File: src/rtl/pwc_pkg.sv
package pwc_pkg;

    typedef enum logic [1:0] {
        ST_IDLE = 2'd0,
        ST_LOAD = 2'd1,
        ST_PROG = 2'd2
    } pwc_state_e;

endpackage

File: src/rtl/pwc_cycle_timer.sv
module pwc_cycle_timer #(
    parameter int CNT_W = 8
) (
    input  logic             clk,
    input  logic             rst_n,
    input  logic             restart,
    output logic [CNT_W-1:0] count
);

    localparam logic [CNT_W-1:0] CNT_MAX = '1;

    always_ff @(posedge clk) begin
        if (!rst_n) begin
            count <= '0;
        end else if (restart) begin
            count <= '0;
        end else if (count != CNT_MAX) begin
            count <= count + 1'b1;
        end
    end

endmodule

File: src/rtl/pwc_page_buf.sv
module pwc_page_buf #(
    parameter int DATA_W = 8,
    parameter int OFS_W  = 7
) (
    input  logic                                clk,
    input  logic                                rst_n,
    input  logic                                we,
    input  logic                                clr,
    input  logic [OFS_W-1:0]                    ofs,
    input  logic [DATA_W-1:0]                   din,
    output logic [(1<<OFS_W)-1:0]               mask_o,
    output logic [(1<<OFS_W)*DATA_W-1:0]        data_o
);

    localparam int SLOTS = 1 << OFS_W;

    for (genvar i = 0; i < SLOTS; i++) begin : g_slot
        logic              hit;
        logic              vld_q;
        logic [DATA_W-1:0] byte_q;

        assign hit = we && (ofs == OFS_W'(i));

        always_ff @(posedge clk) begin
            if (!rst_n) begin
                vld_q  <= 1'b0;
                byte_q <= '0;
            end else begin
                if (hit) begin
                    vld_q  <= 1'b1;
                    byte_q <= din;
                end else if (clr) begin
                    vld_q  <= 1'b0;
                end
            end
        end

        assign mask_o[i]                     = vld_q;
        assign data_o[i*DATA_W +: DATA_W]    = byte_q;
    end

endmodule

File: src/rtl/pwc_toggle.sv
module pwc_toggle #(
    parameter int DATA_W  = 8,
    parameter int TOG_BIT = 6
) (
    input  logic              clk,
    input  logic              rst_n,
    input  logic              busy,
    input  logic              rd_stb,
    output logic [DATA_W-1:0] status
);

    logic tog_q;

    always_ff @(posedge clk) begin
        if (!rst_n) begin
            tog_q <= 1'b0;
        end else if (busy && rd_stb) begin
            tog_q <= ~tog_q;
        end
    end

    always_comb begin
        status          = '0;
        status[TOG_BIT] = tog_q;
    end

endmodule

File: src/rtl/page_write_ctrl.sv
module page_write_ctrl
    import pwc_pkg::*;
#(
    parameter int ADDR_W   = 15,
    parameter int DATA_W   = 8,
    parameter int OFS_W    = 7,
    parameter int LOAD_CYC = 5000,
    parameter int PROG_CYC = 250000,
    parameter int TOG_BIT  = 6
) (
    input  logic                                 clk,
    input  logic                                 rst_n,
    input  logic                                 wr_stb,
    input  logic [ADDR_W-1:0]                    wr_addr,
    input  logic [DATA_W-1:0]                    wr_data,
    input  logic                                 rd_stb,
    output logic                                 busy,
    output logic [DATA_W-1:0]                    rd_status,
    output logic                                 commit_vld,
    output logic [ADDR_W-OFS_W-1:0]              commit_base,
    output logic [(1<<OFS_W)-1:0]                commit_mask,
    output logic [(1<<OFS_W)*DATA_W-1:0]         commit_data
);

    localparam int PAGE_W  = ADDR_W - OFS_W;
    localparam int MAX_CYC = (LOAD_CYC > PROG_CYC) ? LOAD_CYC : PROG_CYC;
    localparam int CNT_W   = (MAX_CYC > 1) ? $clog2(MAX_CYC) : 1;
    localparam logic [CNT_W-1:0] LOAD_LAST = CNT_W'(LOAD_CYC - 1);
    localparam logic [CNT_W-1:0] PROG_LAST = CNT_W'(PROG_CYC - 1);

    pwc_state_e        state_q, state_d;
    logic [PAGE_W-1:0] base_q;
    logic [PAGE_W-1:0] wr_page;
    logic [OFS_W-1:0]  wr_ofs;
    logic              page_hit;
    logic              accept;
    logic              open_page;
    logic              load_done;
    logic              prog_done;
    logic              tmr_restart;
    logic [CNT_W-1:0]  tmr_cnt;

    assign wr_page  = wr_addr[ADDR_W-1:OFS_W];
    assign wr_ofs   = wr_addr[OFS_W-1:0];
    assign page_hit = (wr_page == base_q);

    // Write acceptance: any write opens a page from IDLE; in LOAD only same-page writes count.
    always_comb begin
        open_page = wr_stb && (state_q == ST_IDLE);
        accept    = open_page || (wr_stb && (state_q == ST_LOAD) && page_hit);
        load_done = (state_q == ST_LOAD) && (tmr_cnt == LOAD_LAST) && !accept;
        prog_done = (state_q == ST_PROG) && (tmr_cnt == PROG_LAST);
    end

    // Next-state logic
    always_comb begin
        state_d = state_q;
        unique case (state_q)
            ST_IDLE: if (open_page) state_d = ST_LOAD;   // open page
            ST_LOAD: if (load_done) state_d = ST_PROG;   // close page
            ST_PROG: if (prog_done) state_d = ST_IDLE;   // commit
            default: state_d = ST_IDLE;
        endcase
    end

    assign tmr_restart = accept || (state_d != state_q);

    // State register
    always_ff @(posedge clk) begin
        if (!rst_n) begin
            state_q <= ST_IDLE;
        end else begin
            state_q <= state_d;
        end
    end

    // Registered outputs and page number
    always_ff @(posedge clk) begin
        if (!rst_n) begin
            base_q     <= '0;
            commit_vld <= 1'b0;
        end else begin
            if (open_page) begin
                base_q <= wr_page;
            end
            commit_vld <= prog_done;
        end
    end

    assign busy        = (state_q == ST_PROG);
    assign commit_base = base_q;

    pwc_cycle_timer #(
        .CNT_W (CNT_W)
    ) u_timer (
        .clk     (clk),
        .rst_n   (rst_n),
        .restart (tmr_restart),
        .count   (tmr_cnt)
    );

    pwc_page_buf #(
        .DATA_W (DATA_W),
        .OFS_W  (OFS_W)
    ) u_buf (
        .clk    (clk),
        .rst_n  (rst_n),
        .we     (accept),
        .clr    (open_page),
        .ofs    (wr_ofs),
        .din    (wr_data),
        .mask_o (commit_mask),
        .data_o (commit_data)
    );

    pwc_toggle #(
        .DATA_W  (DATA_W),
        .TOG_BIT (TOG_BIT)
    ) u_tog (
        .clk    (clk),
        .rst_n  (rst_n),
        .busy   (busy),
        .rd_stb (rd_stb),
        .status (rd_status)
    );

endmodule

File: config.mk
export PLATFORM = sky130hd
export DESIGN_NAME = page_write_ctrl
export DESIGN_NICKNAME = d
export VERILOG_FILES = /design/src/rtl/pwc_pkg.sv /design/src/rtl/pwc_cycle_timer.sv /design/src/rtl/pwc_page_buf.sv /design/src/rtl/pwc_toggle.sv /design/src/rtl/page_write_ctrl.sv
export SDC_FILE = /design/constraint.sdc
export NUM_CORES = 2
export LEC_CHECK = 0
export ABC_AREA = 1
export BUFFER_PORTS_ARGS = -buffer_cell sky130_fd_sc_hd__buf_4
export CAP_MARGIN = 30
export CELL_PAD_IN_SITES_DETAIL_PLACEMENT = 0
export CELL_PAD_IN_SITES_GLOBAL_PLACEMENT = 1
export CORE_AREA = 2 2 465 467
export DETAILED_ROUTE_END_ITERATION = 8
export DIE_AREA = 0 0 467 469
export HOLD_SLACK_MARGIN = 0.12
export PLACE_DENSITY = 0.62
export SYNTH_ARGS = -nofsm -noshare
export SYNTH_HDL_FRONTEND = slang
export SYNTH_SLANG_ARGS = --single-unit
export TNS_END_PERCENT = 1
File: constraint.sdc
create_clock -name clk -period 1.7 [get_ports clk]
set_input_delay 0.085 -clock clk [delete_from_list [all_inputs] [get_ports clk]]
set_output_delay 0.085 -clock clk [all_outputs]
set_load 0.01 [all_outputs]
==> out/results.ini <==
[finish]
drive_above_1_share_pct=31.8
layout_common_cells=buf_4, dfxtp_1, nand2_1, nand3_1, a21oi_1
layout_commonest_cell=buf_4
syn_to_final_growth_pct=49.4
multi_input_area_um2=18300
nFillCells=22800
nets=7047
postLayoutCellArea_um2=66600
fin_util_pct=31.2
seq_area_um2=23700

[power]
pwr-share-seq_pct=43.5
peakVddDrop_v=0.000989
clkPwrFrac_pct=49.4
cellLeakagePower_uw=0.0255
combPwrFrac_pct=7.1
intPower_uw=48000
switching_share_pct=25.0
power_density_nw_per_um2=960
switching_power_uw=16000

[timing]
fin_crit_sh_pct=123
max_freq_mhz=479
fin_worst_skew_ns=0.0339
post-route-min-period_ns=2.09
worstMarginPinSlew_ns=0.724
worst_slack_ns=-0.389
hold_slack_ns=0.172
finalMaxSlewViolations=0
hold_viol_final=0
slew-limit-headroom_pct=51.6
finalSetupViolCount=1167
rsz0062_at_grt=true
finalSetupTns_ns=-301.84

[hold_path]
worstHoldPathType=input port to flip-flop
min_path_cells=9
worstHoldStart=wr_addr[3]

[die]
start_util_pct=20.9
fp.dieW_um=467
fp.coreArea_um2=214000
die-area_um2=219000
pin_count=1197
placement_rows=170
die_h_um=469

[critical_path]
critical_path_buf_inv_count=5
crit-reg2reg-launch=commit_base[3]$_SDFFE_PN0P_
ff2ff_path_depth=12
worstSetupEndpointType=flip-flop
cp-start-kind=flip-flop
path_class=flip-flop to flip-flop
crit_required_ns=2.36
critPathMaxFanout=8
worst_path_most_repeated_cell=buf_16
path_cells=xor2_1 > nor2_1 > nand3_2 > buf_6 > nand2_8 > buf_16 > buf_16 > buf_12 > buf_4 > nand2_2 > nand2_1 > a21oi_1
crit_arrival_ns=2.75
cp_top_family=buffers and inverters
startpoint=commit_base[3]$_SDFFE_PN0P_
crit_path_top_delay_cell=dfxtp_1
max_stage_delay_ns=0.32
crit_cells=12

[synthesis]
ys_seq_area_share_pct=53.1
synthCells=5573
synth_xor_area_share_pct=0.452
syn_area_um2=44600
synth_cell_types=27
synthSimpleGateAreaFrac_pct=25.5
synth_compound_area_share_pct=13.6
muxShareOfSynthArea_pct=0
syn_area_per_cell_um2=8.00
synth.ff_latch_count=1182
synthAdderAreaFrac_pct=0.0281
ys_warn_count=0
synth_top_family_by_area=simple AND/OR/NAND/NOR gates

[clock_network]
cts.sinks=1182
h-tree-depth=4
numCtsBuffers=141
clock_latency_ns=0.79
cts.reportedPaths.clkPinSlew_ns=0.07
root_buffer=clkbuf_16
cts_tree=done
clockBufferDepth=3

[route]
drt_iter0_markers=3712
first_pass_iters=5
dr_wl_met3_mm=19.9
drc=0
routed_wl_mm=240
vias_per_cell=4.65
num_vias=46300
routedWlPerCell_um=24.0
drt-met1-wl_mm=99.1
wl_met2_mm=113
ant_nets=0
top_layer=met5

[place]
post-place-ws_ns=-0.612
dp_hpwl_mm=174
place_area_um2=60100
place_congestion=0.861
io_buffers=1189

[grt]
grt_pass1_wl_mm=327
grt_max_degree=107
grt_remaining_overflow=0
grt_pass1_vias=43400
grtUsageTotal_pct=20.5
antenna_found_initial=7

[job]
drv_cap=0

[status]
violations=setup timing
outcome=finished with violations

-- synthesized netlist by cell type, drive strengths merged --
cell type | count | area [um2]
nor3b | 1 | 7.51
xnor2 | 11 | 96.3
nor3 | 19 | 100
nor2 | 325 | 1380
clkinv | 1 | 3.75
clkbuf | 254 | 953
nand4 | 4 | 25.0
buf | 286 | 2110
nor4 | 1 | 6.26
nand2 | 1222 | 4650
conb | 1 | 3.75
dfxtp | 1182 | 23700
a21oi | 1059 | 5300
xor2 | 12 | 105
inv | 50 | 188
o21ai | 8 | 40.0
o22ai | 1 | 6.26
nand3 | 1039 | 5200
a22oi | 96 | 721
ha | 1 | 12.5
-- worst paths after layout --
path	to	slack [ns]
hold reg to reg	u_buf.g_slot[93].byte_q[7]$_SDFFE_PN0P_	0.46
setup reg to reg	u_buf.g_slot[10].byte_q[5]$_SDFFE_PN0P_	-0.39
setup / recovery	u_buf.g_slot[10].byte_q[5]$_SDFFE_PN0P_	-0.39
hold / removal	u_buf.g_slot[83].vld_q$_SDFFE_PN0P_	0.17
-- metrics by stage --
stage / total power, uW / std cells
3_3_place_gp: 32500 / 9648
3_5_place_dp: 32500 / 9648
2_1_floorplan: 30400 / 5579
6_report: 64000 / 9967
5_1_grt: 66000 / 9965
4_1_cts: 64500 / 9941
-- kinds of logic (layout without fill, tap and decap cells) --
family / count (synthesis) / count (layout)
XOR/XNOR: 23 / 23
flip-flops: 1182 / 1182
AO/OA/AOI/OAI: 1164 / 1164
other: 1 / 10
adder cells (fa/ha/maj): 1 / 1
AND/OR/NAND/NOR: 2611 / 2612
buffers and inverters: 591 / 2137
-- routing by layer --
metal  global-route usage [%]  vias up
met4                     7.21        6
li1                         -    21700
met2                     33.8     1773
met3                     6.19      297
met1                     25.3    22500
met5                        0        -
-- power groups by stage --
stage,clock network (uW),logic (uW),registers (uW)
final,31600,4530,27800
after global routing,33500,4770,27800
after CTS,32400,4290,27800
after detailed placement,0,4090,28400
after global placement,0,4080,28400
after floorplan,0,1920,28500
-- state kept, by name, summed over array words and instances, names as in the netlist --
name / cells
u_buf.g_slot.vld_q: 128
commit_base: 8
state_q: 2
u_timer.count: 18
u_buf.g_slot.byte_q: 1024
commit_vld: 1
u_tog.tog_q: 1
-- timing repair --
| action | in CTS | in global routing |
|---|---|---|
| hold buffers | 35 | 0 |
| endpoints found under the setup margin | 1174 | 1174 |
| hold endpoints to repair | 1143 | 0 |
| cloned | 3 | 7 |
| buffers inserted | 5 | 17 |
| pin swaps | 19 | 70 |
| gates resized for setup | 91 | 161 |
-- cell type report --
type,count,share of cell area [%]
multi-input combinational,3807,27.5
clock inverter,47,1.02
tap,2838,5.33
clock buffer,203,6.15
antenna,3,0.0113
inverter,51,0.310
sequential,1182,35.5
timing repair buffer,1836,24.2
-- worst reg2reg max path: stages (launching register included) --
cell,delay [ns]
dfxtp_1,0.32
xor2_1,0.15
nor2_1,0.23
nand3_2,0.11
buf_6,0.14
nand2_8,0.09
buf_16,0.18
buf_16,0.18
buf_12,0.14
buf_4,0.13
nand2_2,0.11
nand2_1,0.12
a21oi_1,0.07
No activity file was read; power rests on OpenSTA's default activity.
